File: src/rtl/qfs_pkg.sv
package qfs_pkg;
    typedef enum logic [2:0] {
        ST_IDLE  = 3'd0,
        ST_LEAD  = 3'd1,
        ST_INSTR = 3'd2,
        ST_ADDR  = 3'd3,
        ST_DATA  = 3'd4,
        ST_TRAIL = 3'd5,
        ST_DONE  = 3'd6
    } qfs_state_e;
endpackage

File: src/rtl/qfs_tick.sv
// Half-period tick generator: one pulse every presc+1 clocks while run is high.
module qfs_tick #(
    parameter int PRESC_W = 8
) (
    input  logic               clk,
    input  logic               rst_n,
    input  logic               run,
    input  logic [PRESC_W-1:0] presc,
    output logic               tick
);
    logic [PRESC_W-1:0] cnt_q;

    always_ff @(posedge clk) begin
        if (!rst_n) begin
            cnt_q <= '0;
        end else if (!run || cnt_q == presc) begin
            cnt_q <= '0;
        end else begin
            cnt_q <= cnt_q + PRESC_W'(1);
        end
    end

    assign tick = run && (cnt_q == presc);
endmodule

File: src/rtl/qfs_once.sv
// Remembers whether the instruction still has to be sent since the last configuration write.
module qfs_once (
    input  logic clk,
    input  logic rst_n,
    input  logic cfg_wr,
    input  logic clear,
    output logic pending
);
    always_ff @(posedge clk) begin
        if (!rst_n) begin
            pending <= 1'b1;
        end else if (cfg_wr) begin
            pending <= 1'b1;
        end else if (clear) begin
            pending <= 1'b0;
        end
    end
endmodule

File: src/rtl/qfs_frame_seq.sv
module qfs_frame_seq
    import qfs_pkg::*;
#(
    parameter int PRESC_W = 8,
    parameter int LEN_W   = 6
) (
    input  logic               clk,
    input  logic               rst_n,
    input  logic               cfg_wr,
    input  logic [1:0]         cfg_imode,
    input  logic               cfg_once,
    input  logic               cfg_cpol,
    input  logic [PRESC_W-1:0] presc,
    input  logic               start,
    input  logic               abort,
    input  logic [LEN_W-1:0]   instr_len,
    input  logic [LEN_W-1:0]   addr_len,
    input  logic [LEN_W-1:0]   data_len,
    output logic               cs_n,
    output logic               sclk,
    output logic [2:0]         phase,
    output logic               done
);
    qfs_state_e state_q, state_d;
    logic             hb_q, hb_d;
    logic [LEN_W-1:0] bcnt_q, bcnt_d;
    logic [LEN_W-1:0] ilen_q, alen_q, dlen_q;
    logic [1:0]       imode_q;
    logic             once_q, cpol_q, incl_q;
    logic             tick, run, pending, instr_end, shifting;
    qfs_state_e after_lead, after_instr, after_addr;

    // configuration register
    always_ff @(posedge clk) begin
        if (!rst_n) begin
            imode_q <= 2'd1;
            once_q  <= 1'b0;
            cpol_q  <= 1'b0;
        end else if (cfg_wr) begin
            imode_q <= cfg_imode;
            once_q  <= cfg_once;
            cpol_q  <= cfg_cpol;
        end
    end

    // per-frame lengths and instruction decision, taken at start
    always_ff @(posedge clk) begin
        if (!rst_n) begin
            ilen_q <= '0;
            alen_q <= '0;
            dlen_q <= '0;
            incl_q <= 1'b0;
        end else if (state_q == ST_IDLE && start && !abort) begin
            ilen_q <= instr_len;
            alen_q <= addr_len;
            dlen_q <= data_len;
            incl_q <= (imode_q != 2'd0) && (!once_q || pending);
        end
    end

    assign run = (state_q != ST_IDLE) && (state_q != ST_DONE);

    qfs_tick #(.PRESC_W(PRESC_W)) u_tick (
        .clk   (clk),
        .rst_n (rst_n),
        .run   (run),
        .presc (presc),
        .tick  (tick)
    );

    assign instr_end = (state_q == ST_INSTR) && tick && hb_q && (bcnt_q == '0);

    qfs_once u_once (
        .clk     (clk),
        .rst_n   (rst_n),
        .cfg_wr  (cfg_wr),
        .clear   (instr_end && once_q),
        .pending (pending)
    );

    assign after_addr  = (dlen_q != '0) ? ST_DATA : ST_TRAIL;
    assign after_instr = (alen_q != '0) ? ST_ADDR : after_addr;
    assign after_lead  = (incl_q && ilen_q != '0) ? ST_INSTR : after_instr;

    function automatic logic [LEN_W-1:0] first_count(input qfs_state_e st,
                                                     input logic [LEN_W-1:0] il,
                                                     input logic [LEN_W-1:0] al,
                                                     input logic [LEN_W-1:0] dl);
        unique case (st)
            ST_INSTR: first_count = il - LEN_W'(1);
            ST_ADDR:  first_count = al - LEN_W'(1);
            ST_DATA:  first_count = dl - LEN_W'(1);
            default:  first_count = '0;
        endcase
    endfunction

    // next-state logic
    always_comb begin
        qfs_state_e nxt;
        state_d = state_q;
        hb_d    = hb_q;
        bcnt_d  = bcnt_q;
        nxt     = ST_TRAIL;
        unique case (state_q)
            ST_IDLE: begin
                if (start) state_d = ST_LEAD;
            end
            ST_LEAD: begin
                if (tick) begin
                    state_d = after_lead;
                    hb_d    = 1'b0;
                    bcnt_d  = first_count(after_lead, ilen_q, alen_q, dlen_q);
                end
            end
            ST_INSTR, ST_ADDR, ST_DATA: begin
                if (state_q == ST_INSTR)     nxt = after_instr;
                else if (state_q == ST_ADDR) nxt = after_addr;
                else                         nxt = ST_TRAIL;
                if (tick) begin
                    if (!hb_q) begin
                        hb_d = 1'b1;
                    end else begin
                        hb_d = 1'b0;
                        if (bcnt_q == '0) begin
                            state_d = nxt;
                            bcnt_d  = first_count(nxt, ilen_q, alen_q, dlen_q);
                        end else begin
                            bcnt_d = bcnt_q - LEN_W'(1);
                        end
                    end
                end
            end
            ST_TRAIL: begin
                if (tick) state_d = ST_DONE;
            end
            ST_DONE: state_d = ST_IDLE;
            default: state_d = ST_IDLE;
        endcase
        if (abort) begin
            state_d = ST_IDLE;
            hb_d    = 1'b0;
        end
    end

    // state register
    always_ff @(posedge clk) begin
        if (!rst_n) begin
            state_q <= ST_IDLE;
            hb_q    <= 1'b0;
            bcnt_q  <= '0;
        end else begin
            state_q <= state_d;
            hb_q    <= hb_d;
            bcnt_q  <= bcnt_d;
        end
    end

    // outputs
    always_comb begin
        shifting = (state_q == ST_INSTR) || (state_q == ST_ADDR) || (state_q == ST_DATA);
        cs_n     = (state_q == ST_IDLE) || (state_q == ST_DONE);
        sclk     = cpol_q ^ (shifting && hb_q);
        phase    = state_q;
        done     = (state_q == ST_DONE);
    end
endmodule

File: config.mk
export PLATFORM = sky130hd
export DESIGN_NAME = qfs_frame_seq
export DESIGN_NICKNAME = d
export VERILOG_FILES = /design/src/rtl/qfs_pkg.sv /design/src/rtl/qfs_tick.sv /design/src/rtl/qfs_once.sv /design/src/rtl/qfs_frame_seq.sv
export SDC_FILE = /design/constraint.sdc
export NUM_CORES = 1
export LEC_CHECK = 0
export CORE_ASPECT_RATIO = 1.25
export CORE_MARGIN = 3
export CORE_UTILIZATION = 40
export CTS_CLUSTER_DIAMETER = 80
export DETAILED_ROUTE_END_ITERATION = 10
export PLACE_DENSITY = 0.69
export SKIP_LAST_GASP = 1
export SYNTH_ARGS = -nofsm -noshare
export SYNTH_HDL_FRONTEND = slang
export SYNTH_SLANG_ARGS = --single-unit
File: constraint.sdc
create_clock -name clk -period 2.5 [get_ports clk]
set_clock_uncertainty 0.05 [all_clocks]
set_input_delay 0.75 -clock clk [delete_from_list [all_inputs] [get_ports clk]]
set_output_delay 0.75 -clock clk [all_outputs]
set_load 0.02 [all_outputs]
==> impl_metrics.prom, run 1 <==
# TYPE chip_impl_metric gauge
chip_impl_metric{name="internal_power",unit="mW"} 1.07
chip_impl_metric{name="floorplan.io_pins",unit=""} 41
chip_impl_metric{name="design.die.area",unit="um^2"} 7660
chip_impl_metric{name="core_area",unit="um^2"} 6290
chip_impl_metric{name="vias",unit=""} 2511
chip_impl_metric{name="vdd_drop_max",unit="mV"} 0.372
chip_impl_metric{name="numPortBuffers",unit=""} 40
chip_impl_metric{name="clk_pin_slew_worst_paths",unit="ns"} 0.08
chip_impl_info{name="timing.rr.end",value="phase[0]"} 1
chip_impl_metric{name="post-route-worst-setup-slack",unit="ns"} 0.109
chip_impl_metric{name="wl_met2",unit="um"} 3110
chip_impl_metric{name="nets_in_the_synthesized_netlist",unit=""} 386
chip_impl_metric{name="cp_data_required_time",unit="ns"} 1.70
chip_impl_metric{name="share_comb_of_total_power",unit=""} 0.246
chip_impl_metric{name="final_cell_count_no_fill",unit=""} 478
chip_impl_info{name="synth_most_common_cell",value="sky130_fd_sc_hd__nand2_1"} 1
chip_impl_metric{name="drv_slew",unit=""} 0
chip_impl_metric{name="post_synth_and_or_nand_nor_area_fraction",unit=""} 0.260
chip_impl_info{name="outcome",value="finished clean"} 1
chip_impl_metric{name="grt_pass1_vias",unit=""} 2398
chip_impl_metric{name="cts_sinks",unit=""} 42
chip_impl_metric{name="tns",unit="ns"} 0
chip_impl_metric{name="postSynthAreaPerCell",unit="um^2"} 7.74
chip_impl_metric{name="first_pass_grt_wire_length",unit="um"} 10800
chip_impl_info{name="crit-reg2reg-launch",value="ilen_q[0]"} 1
chip_impl_metric{name="place_inst",unit=""} 470
chip_impl_metric{name="antenna_violations_before_repair",unit=""} 0
chip_impl_metric{name="die_height",unit="um"} 97.1
chip_impl_metric{name="synth-compound-area-share",unit=""} 0.233
chip_impl_metric{name="hold_viol_final",unit=""} 0
chip_impl_metric{name="finalSetupViolCount",unit=""} 0
chip_impl_metric{name="multiInputGateArea",unit="um^2"} 1690
chip_impl_metric{name="cts_buffers",unit=""} 5
chip_impl_info{name="path_cells",value="buf_4 -> xnor2_1 -> and2_1 -> dlygate4sd2_1"} 1
chip_impl_info{name="grt_setup_unrepaired",value="no"} 1
chip_impl_metric{name="first_iter_violations",unit=""} 131
chip_impl_info{name="end_kind",value="output port"} 1
chip_impl_metric{name="timing.critical_path.arrival",unit="ns"} 1.59
chip_impl_metric{name="place_area",unit="um^2"} 3220
chip_impl_metric{name="fp.dieW",unit="um"} 78.9
chip_impl_info{name="main_combinational_cell_family_by_area_after_synthesis",value="simple AND/OR/NAND/NOR gates"} 1
chip_impl_info{name="cts_root_buffer",value="sky130_fd_sc_hd__clkbuf_8"} 1
chip_impl_info{name="timing.critical_path.slowest_stage_cell",value="sky130_fd_sc_hd__dfxtp_1"} 1
chip_impl_metric{name="routedWlPerCell",unit="um"} 12.9
chip_impl_metric{name="drive_above_1_share",unit=""} 0.0891
chip_impl_metric{name="cell_area_after_synthesis",unit="um^2"} 2660
chip_impl_metric{name="fmax",unit="GHz"} 0.418
chip_impl_metric{name="period_share",unit=""} 0.956
chip_impl_metric{name="cp_slowest_stage_delay",unit="ns"} 0.42
chip_impl_metric{name="sequentialPowerShare",unit=""} 0.469
chip_impl_metric{name="synthXorXnorAreaFrac",unit=""} 0.0824
chip_impl_info{name="synthTopCellsByArea",value="sky130_fd_sc_hd__dfxtp_1 (32%), sky130_fd_sc_hd__nand2_1 (6.9%), sky130_fd_sc_hd__a21boi_0 (5.4%)"} 1
chip_impl_info{name="synth_top_cells_by_count",value="sky130_fd_sc_hd__nand2_1 (49), sky130_fd_sc_hd__dfxtp_1 (42), sky130_fd_sc_hd__nor2_1 (37), sky130_fd_sc_hd__a21boi_0 (19)"} 1
chip_impl_info{name="yosys_most_used_dff",value="sky130_fd_sc_hd__dfxtp_1"} 1
chip_impl_metric{name="synth_mux_area_frac",unit=""} 0.0226
chip_impl_metric{name="final_nets",unit=""} 435
chip_impl_metric{name="dpl_worst_slack",unit="ns"} -0.0179
chip_impl_metric{name="power_switching_share",unit=""} 0.296
chip_impl_metric{name="groute.usage.overall",unit=""} 0.170
chip_impl_info{name="hold_class",value="reg -> reg"} 1
chip_impl_metric{name="num_rows",unit=""} 32
chip_impl_metric{name="via_per_inst",unit=""} 5.25
chip_impl_metric{name="final_routed_drc_violation_total",unit=""} 0
chip_impl_metric{name="fillers",unit=""} 640
chip_impl_metric{name="relative_area_change_from_synthesis_to_final_layout",unit="%"} 24.1
chip_impl_metric{name="crit_path_max_fanout",unit=""} 10
chip_impl_metric{name="h-tree-depth",unit=""} 2
chip_impl_info{name="maxUsedRoutingLayer",value="met4"} 1
chip_impl_metric{name="psw",unit="uW"} 450
chip_impl_metric{name="final_core_utilization",unit=""} 0.524
chip_impl_metric{name="synth-seq-area-share",unit=""} 0.317
chip_impl_metric{name="place.detailed.hpwl",unit="um"} 4890
chip_impl_info{name="timing_worst_setup_path_type",value="reg -> out"} 1
chip_impl_metric{name="count_of_mapped_cells_out_of_synthesis",unit=""} 343
chip_impl_metric{name="initial_core_util",unit=""} 0.423
chip_impl_metric{name="residual_antenna_violating_net_count_after_detailed_routing",unit=""} 0
chip_impl_metric{name="synthesis.yosys.warnings",unit=""} 0
chip_impl_metric{name="power_per_cell_area",unit="nW/um^2"} 461
chip_impl_metric{name="seqCellArea",unit="um^2"} 841
chip_impl_metric{name="final_cell_area",unit="um^2"} 3300
chip_impl_metric{name="finalWorstPathRequiredPeriod",unit="ns"} 2.39
chip_impl_metric{name="cts_hold_buffers",unit=""} 0
chip_impl_metric{name="rrSetupSlack",unit="ns"} 0.35
chip_impl_info{name="cp-start-kind",value="register"} 1
chip_impl_metric{name="worstMarginPinSlew",unit="ns"} 0.368
chip_impl_metric{name="synth-seq-cells",unit=""} 42
chip_impl_metric{name="leakage_power",unit="nW"} 1.23
chip_impl_info{name="netlist.top_cell.by_area",value="sky130_fd_sc_hd__dfxtp_1"} 1
chip_impl_metric{name="first_pass_iters",unit=""} 5
chip_impl_metric{name="synth-edff-count",unit=""} 0
chip_impl_metric{name="cts_max_path_buffers",unit=""} 2
chip_impl_metric{name="gp_congestion",unit=""} 0.941
chip_impl_metric{name="synth_top_area_share",unit=""} 0.317
chip_impl_metric{name="synth_fa_ha_area_frac",unit=""} 0.0377
chip_impl_metric{name="worst_skew_pair.late_latency",unit="ns"} 0.29
chip_impl_metric{name="grt_max_degree",unit=""} 25
chip_impl_metric{name="maxCapViolations",unit=""} 0
chip_impl_info{name="crit_end",value="cs_n"} 1
chip_impl_metric{name="async_flop_share",unit=""} 0
chip_impl_metric{name="grt_overflow_total",unit=""} 0
chip_impl_metric{name="m1WireLength",unit="um"} 2850
chip_impl_metric{name="clock_power_share",unit=""} 0.285
chip_impl_metric{name="antenna_cells_inserted",unit=""} 0
chip_impl_metric{name="timing.slew.headroom",unit=""} 0.754
chip_impl_metric{name="wirelength",unit="um"} 6170
chip_impl_metric{name="synthDistinctLibCells",unit=""} 58
chip_impl_metric{name="wl_met3",unit="um"} 180
chip_impl_info{name="timing.critical_path.from",value="phase[1]"} 1
chip_impl_info{name="cts_tree",value="built"} 1
chip_impl_metric{name="reg2reg_path_depth",unit=""} 8
[power groups by stage]
stage          combinational (mW)  sequential, mW  clock, mW
2_1_floorplan               0.244           0.726          0
3_3_place_gp                0.368           0.728          0
3_5_place_dp                0.372           0.729          0
4_1_cts                     0.372           0.713      0.452
5_1_grt                     0.414           0.718      0.486
6_report                    0.373           0.713      0.433
[layout by cell type, fill, tap and decap left out, types with 2 or more instances in the layout]
cell and n:
sky130_fd_sc_hd__o22ai_1 2, sky130_fd_sc_hd__a21boi_0 19, sky130_fd_sc_hd__o211ai_1 2, sky130_fd_sc_hd__a211oi_1 2, sky130_fd_sc_hd__and3_1 4, sky130_fd_sc_hd__a21oi_1 11, sky130_fd_sc_hd__ha_1 8, sky130_fd_sc_hd__nor3b_1 2
sky130_fd_sc_hd__or3_1 3, sky130_fd_sc_hd__nand2b_1 3, sky130_fd_sc_hd__dlygate4sd2_1 2, sky130_fd_sc_hd__xor2_1 9, sky130_fd_sc_hd__o21ai_1 2, sky130_fd_sc_hd__a211o_1 3, sky130_fd_sc_hd__clkbuf_8 5, sky130_fd_sc_hd__buf_4 16
sky130_fd_sc_hd__dfxtp_1 42, sky130_fd_sc_hd__clkdlybuf4s50_1 37, sky130_fd_sc_hd__inv_1 15, sky130_fd_sc_hd__a2bb2oi_1 2, sky130_fd_sc_hd__o211a_1 2, sky130_fd_sc_hd__xnor2_1 16, sky130_fd_sc_hd__clkinv_2 2, sky130_fd_sc_hd__nand4_1 4
sky130_fd_sc_hd__nand2_1 49, sky130_fd_sc_hd__nor2_1 37, sky130_fd_sc_hd__nor3_1 11, sky130_fd_sc_hd__o21ai_0 16, sky130_fd_sc_hd__and2_1 2, sky130_fd_sc_hd__nor2b_1 8, sky130_fd_sc_hd__a31oi_1 8, sky130_fd_sc_hd__o21bai_1 2
sky130_fd_sc_hd__o21a_1 2, sky130_fd_sc_hd__mux2i_1 6, sky130_fd_sc_hd__nand3_1 12, sky130_fd_sc_hd__nand3b_1 2
[state kept, by name (all words and copies together), names as in the netlist]
name	count
incl_q	1
ilen_q	6
imode_q	2
dlen_q	6
once_q	1
u_tick.cnt_q	8
hb_q	1
alen_q	6
bcnt_q	6
phase	3
u_once.pending	1
cpol_q	1
[cell families (layout without fill, tap and decap cells)]
kind of cell,after synthesis,after routing
xor gates and xnor gates,25,25
muxes,6,6
adders and majority gates,8,8
and+or+nand+nor,145,145
AOI/OAI and AO/OA,87,87
buffers and inverters,30,80
DFF,42,42
[worst max-delay path: cells and delay by family, from the launching register on]
kind	cells	cell delay, ns
xor+xnor	1	0.14
simple gates	1	0.19
flops	1	0.42
buf+inv	2	0.55
[worst min path at each step]
| stage | start | endpoint | cells past startpoint |
|---|---|---|---|
| 4_1_cts | ilen_q[1] | ilen_q[1] | 2 |
| 5_1_grt | alen_q[1] | alen_q[1] | 2 |
| 3_5_place_dp | ilen_q[1] | ilen_q[1] | 2 |
| 2_1_floorplan | imode_q[0] | imode_q[0] | 2 |
| 3_3_place_gp | ilen_q[1] | ilen_q[1] | 2 |
| 6_report | ilen_q[1] | ilen_q[1] | 2 |
[per-layer routing]
layer / global-route usage / vias up
li1: - / 1295
met1: 0.215 / 1167
met2: 0.294 / 45
met3: 0.0297 / 4
met4: 0.0437 / 0
met5: 0 / -
[layout make-up]
class / instances / share of cell area
inverters: 16 / 0.0182
repair buffers: 56 / 0.156
clock buffers: 5 / 0.0209
multi-input cells: 271 / 0.512
clock inverters: 3 / 0.00569
well taps: 85 / 0.0323
flip-flops and latches: 42 / 0.255
[stage by stage]
step | total power, mW | hold WS [ns]
2_1_floorplan | 0.969 | 0.392
3_3_place_gp | 1.10 | 0.419
3_5_place_dp | 1.10 | 0.421
4_1_cts | 1.54 | 0.433
5_1_grt | 1.62 | 0.481
6_report | 1.52 | 0.429
[timing repair]
| action | CTS | global route |
|---|---|---|
| endpoints found under the hold margin | 0 | 0 |
| resized for setup | 3 | 3 |
| setup endpoints to repair | 3 | 1 |
| setup buffers | 0 | 0 |
Note: power is estimated with default switching activity, not from simulation.
==> inputs of run 2 (changes only) <==
--- a/config.mk
+++ b/config.mk
@@ -5,12 +5,15 @@
 export SDC_FILE = /design/constraint.sdc
 export NUM_CORES = 1
 export LEC_CHECK = 0
+export CAP_MARGIN = 20
+export CELL_PAD_IN_SITES_DETAIL_PLACEMENT = 1
+export CELL_PAD_IN_SITES_GLOBAL_PLACEMENT = 2
 export CORE_ASPECT_RATIO = 1.25
 export CORE_MARGIN = 3
-export CORE_UTILIZATION = 40
+export CORE_UTILIZATION = 31
 export CTS_CLUSTER_DIAMETER = 80
 export DETAILED_ROUTE_END_ITERATION = 10
-export PLACE_DENSITY = 0.69
+export PLACE_DENSITY = 0.86
 export SKIP_LAST_GASP = 1
 export SYNTH_ARGS = -nofsm -noshare
 export SYNTH_HDL_FRONTEND = slang
==> run 2 against run 1 <==
  * Clock power grew 13%
  * Worst setup slack improved by 0.056 ns
  * Via count up 2.0%
  * Critical path depth is 4 higher
  * Largest cell class unchanged
  * Design area up 1.4%
  * Global-route usage shrank 0.65 points
  * Sequential share of layout area decreased by 0.35 points
==> impl_metrics.prom, run 2 (synthesis results as in run 1) <==
# TYPE chip_impl_metric gauge
chip_impl_metric{name="finalWorstPathRequiredPeriod",unit="ns"} 2.33
chip_impl_info{name="timing_worst_setup_path_type",value="in -> reg"} 1
chip_impl_metric{name="worstMarginPinSlew",unit="ns"} 0.426
chip_impl_metric{name="crit_path_max_fanout",unit=""} 4
chip_impl_metric{name="timing.critical_path.arrival",unit="ns"} 2.52
chip_impl_metric{name="place_area",unit="um^2"} 3250
chip_impl_metric{name="via_per_inst",unit=""} 5.21
chip_impl_metric{name="grt_overflow_total",unit=""} 0
chip_impl_metric{name="gp_congestion",unit=""} 0.811
chip_impl_metric{name="design.die.area",unit="um^2"} 9720
chip_impl_info{name="end_kind",value="register"} 1
chip_impl_metric{name="drv_slew",unit=""} 0
chip_impl_metric{name="final_cell_area",unit="um^2"} 3340
chip_impl_metric{name="maxCapViolations",unit=""} 0
chip_impl_info{name="outcome",value="finished clean"} 1
chip_impl_metric{name="groute.usage.overall",unit=""} 0.163
chip_impl_info{name="path_cells",value="clkdlybuf4s50_1 -> xnor2_1 -> nand4_1 -> buf_4 -> nor2_1 -> nand3_1 -> a2111oi_2 -> o21bai_1"} 1
chip_impl_info{name="max_flop_register",value="u_tick.cnt_q"} 1
chip_impl_metric{name="initial_core_util",unit=""} 0.321
chip_impl_metric{name="vdd_drop_max",unit="mV"} 0.232
chip_impl_metric{name="cts_sinks",unit=""} 42
chip_impl_metric{name="final_routed_drc_violation_total",unit=""} 0
chip_impl_metric{name="place.detailed.hpwl",unit="um"} 6000
chip_impl_metric{name="period_share",unit=""} 0.934
chip_impl_metric{name="floorplan.io_pins",unit=""} 41
chip_impl_info{name="mostFrequentLayoutCells",value="sky130_fd_sc_hd__nand2_1 (49), sky130_fd_sc_hd__dfxtp_1 (42), sky130_fd_sc_hd__nor2_1 (37), sky130_fd_sc_hd__clkdlybuf4s50_1 (37), sky130_fd_sc_hd__a21boi_0 (19)"} 1
chip_impl_metric{name="dpl_worst_slack",unit="ns"} -0.176
chip_impl_info{name="cp-start-kind",value="input port"} 1
chip_impl_metric{name="residual_antenna_violating_net_count_after_detailed_routing",unit=""} 0
chip_impl_metric{name="rrSetupSlack",unit="ns"} 0.32
chip_impl_metric{name="leakage_power",unit="nW"} 1.24
chip_impl_info{name="timing.critical_path.from",value="presc[3]"} 1
chip_impl_metric{name="post-route-worst-setup-slack",unit="ns"} 0.165
chip_impl_metric{name="fp.dieW",unit="um"} 88.8
chip_impl_metric{name="tns",unit="ns"} 0
chip_impl_metric{name="antenna_cells_inserted",unit=""} 0
chip_impl_metric{name="routedWlPerCell",unit="um"} 15.5
chip_impl_metric{name="vias",unit=""} 2561
chip_impl_metric{name="grt_max_degree",unit=""} 32
chip_impl_metric{name="worst_skew_pair.late_latency",unit="ns"} 0.30
chip_impl_metric{name="final_nets",unit=""} 437
chip_impl_metric{name="wirelength",unit="um"} 7630
chip_impl_metric{name="power_per_cell_area",unit="nW/um^2"} 476
chip_impl_metric{name="reg2reg_path_depth",unit=""} 8
chip_impl_metric{name="first_pass_grt_wire_length",unit="um"} 12700
chip_impl_metric{name="drive_above_1_share",unit=""} 0.0962
chip_impl_metric{name="hold_viol_final",unit=""} 0
chip_impl_info{name="timing.rr.end",value="bcnt_q[3]"} 1
chip_impl_metric{name="die_height",unit="um"} 109
chip_impl_info{name="timing.critical_path.slowest_stage_cell",value="sky130_fd_sc_hd__clkdlybuf4s50_1"} 1
chip_impl_metric{name="clk_pin_slew_worst_paths",unit="ns"} 0.09
chip_impl_info{name="cts_tree",value="built"} 1
chip_impl_metric{name="cts_max_path_buffers",unit=""} 2
chip_impl_info{name="crit_end",value="phase[0]"} 1
chip_impl_metric{name="cts_setup_buffers",unit=""} 0
chip_impl_metric{name="timing.slew.headroom",unit=""} 0.715
chip_impl_metric{name="first_pass_iters",unit=""} 4
chip_impl_info{name="cts_root_buffer",value="sky130_fd_sc_hd__clkbuf_8"} 1
chip_impl_metric{name="h-tree-depth",unit=""} 2
chip_impl_metric{name="cp_data_required_time",unit="ns"} 2.69
chip_impl_metric{name="first_iter_violations",unit=""} 65
chip_impl_info{name="crit-reg2reg-launch",value="ilen_q[0]"} 1
chip_impl_metric{name="numPortBuffers",unit=""} 40
chip_impl_info{name="hold_class",value="reg -> reg"} 1
chip_impl_metric{name="whs_path_cells",unit=""} 2
chip_impl_metric{name="fmax",unit="GHz"} 0.428
chip_impl_metric{name="antenna_violations_before_repair",unit=""} 0
chip_impl_info{name="grt_setup_unrepaired",value="no"} 1
chip_impl_metric{name="relative_area_change_from_synthesis_to_final_layout",unit="%"} 25.9
chip_impl_metric{name="num_rows",unit=""} 37
chip_impl_info{name="layout.cells.most_common",value="sky130_fd_sc_hd__nand2_1"} 1
chip_impl_metric{name="cts_buffers",unit=""} 5
chip_impl_metric{name="core_area",unit="um^2"} 8290
chip_impl_metric{name="cp_slowest_stage_delay",unit="ns"} 0.47
chip_impl_metric{name="grt_pass1_vias",unit=""} 2552
chip_impl_metric{name="finalSetupViolCount",unit=""} 0
chip_impl_metric{name="largest_register_ff_count",unit=""} 8
## run 2: cell types whose count changed in the layout (fill, tap and decap cells not counted)
cell | before | now
sky130_fd_sc_hd__buf_4 | 16 | 18
sky130_fd_sc_hd__clkinv_2 | 2 | 0
sky130_fd_sc_hd__a2111oi_1 | 1 | 0
sky130_fd_sc_hd__a2111oi_2 | 0 | 1
sky130_fd_sc_hd__clkbuf_8 | 5 | 6
sky130_fd_sc_hd__clkinvlp_4 | 0 | 1
sky130_fd_sc_hd__o21ai_0 | 16 | 15
sky130_fd_sc_hd__o21ai_1 | 2 | 3
## run 2: power breakdown
part	switching [mW]	internal, mW	total (mW)
clock network	0.262	0.228	0.490
logic	0.205	0.184	0.388
registers	0.0244	0.690	0.714
total	0.491	1.10	1.59
## run 2: metrics by stage
| step | power, mW | hold WS [ns] | std cells | util |
|---|---|---|---|---|
| after detailed placement | 1.12 | 0.429 | 484 | 0.392 |
| after global placement | 1.11 | 0.421 | 484 | 0.392 |
| final | 1.59 | 0.439 | 492 | 0.403 |
| after floorplan | 0.969 | 0.392 | 343 | - |
| after global routing | 1.68 | 0.460 | 492 | 0.403 |
| after CTS | 1.60 | 0.449 | 492 | 0.403 |
## run 2: cell type report
type	count	area [um^2]
clock buffer	6	82.6
clock inverter	2	16.3
fill	1020	4940
inverter	16	60.1
multi-input combinational	271	1690
sequential	42	841
tap	97	121
timing repair buffer	58	528
## run 2: worst min-delay path by stage
stage,slack [ns],endpoint,start
after floorplan,0.39,imode_q[0],imode_q[0]
after CTS,0.45,ilen_q[1],ilen_q[1]
after global routing,0.46,ilen_q[1],ilen_q[1]
after global placement,0.42,ilen_q[1],ilen_q[1]
final,0.44,ilen_q[1],ilen_q[1]
after detailed placement,0.43,imode_q[0],imode_q[0]
## run 2: timing repair
item,in CTS,in global routing
setup endpoints to repair,3,2
hold buffers,0,0
gates resized for setup,3,4
## run 2: worst max-delay path: cells and delay by family
kind / cells / cell delay [ns]
and+or+nand+nor: 3 / 0.51
AOI/OAI and AO/OA: 2 / 0.51
buffers and inverters: 2 / 0.63
xor gates and xnor gates: 1 / 0.12
## run 2: per-layer routing
layer | vias up | routed length [um] | share of wire | track usage
li1 | 1301 | - | - | -
met1 | 1212 | 3530 | 0.46 | 0.212
met2 | 37 | 3770 | 0.49 | 0.277
met3 | 11 | 189 | 0.025 | 0.0195
met4 | 0 | 140 | 0.018 | 0.0551
met5 | - | 0 | 0 | 0
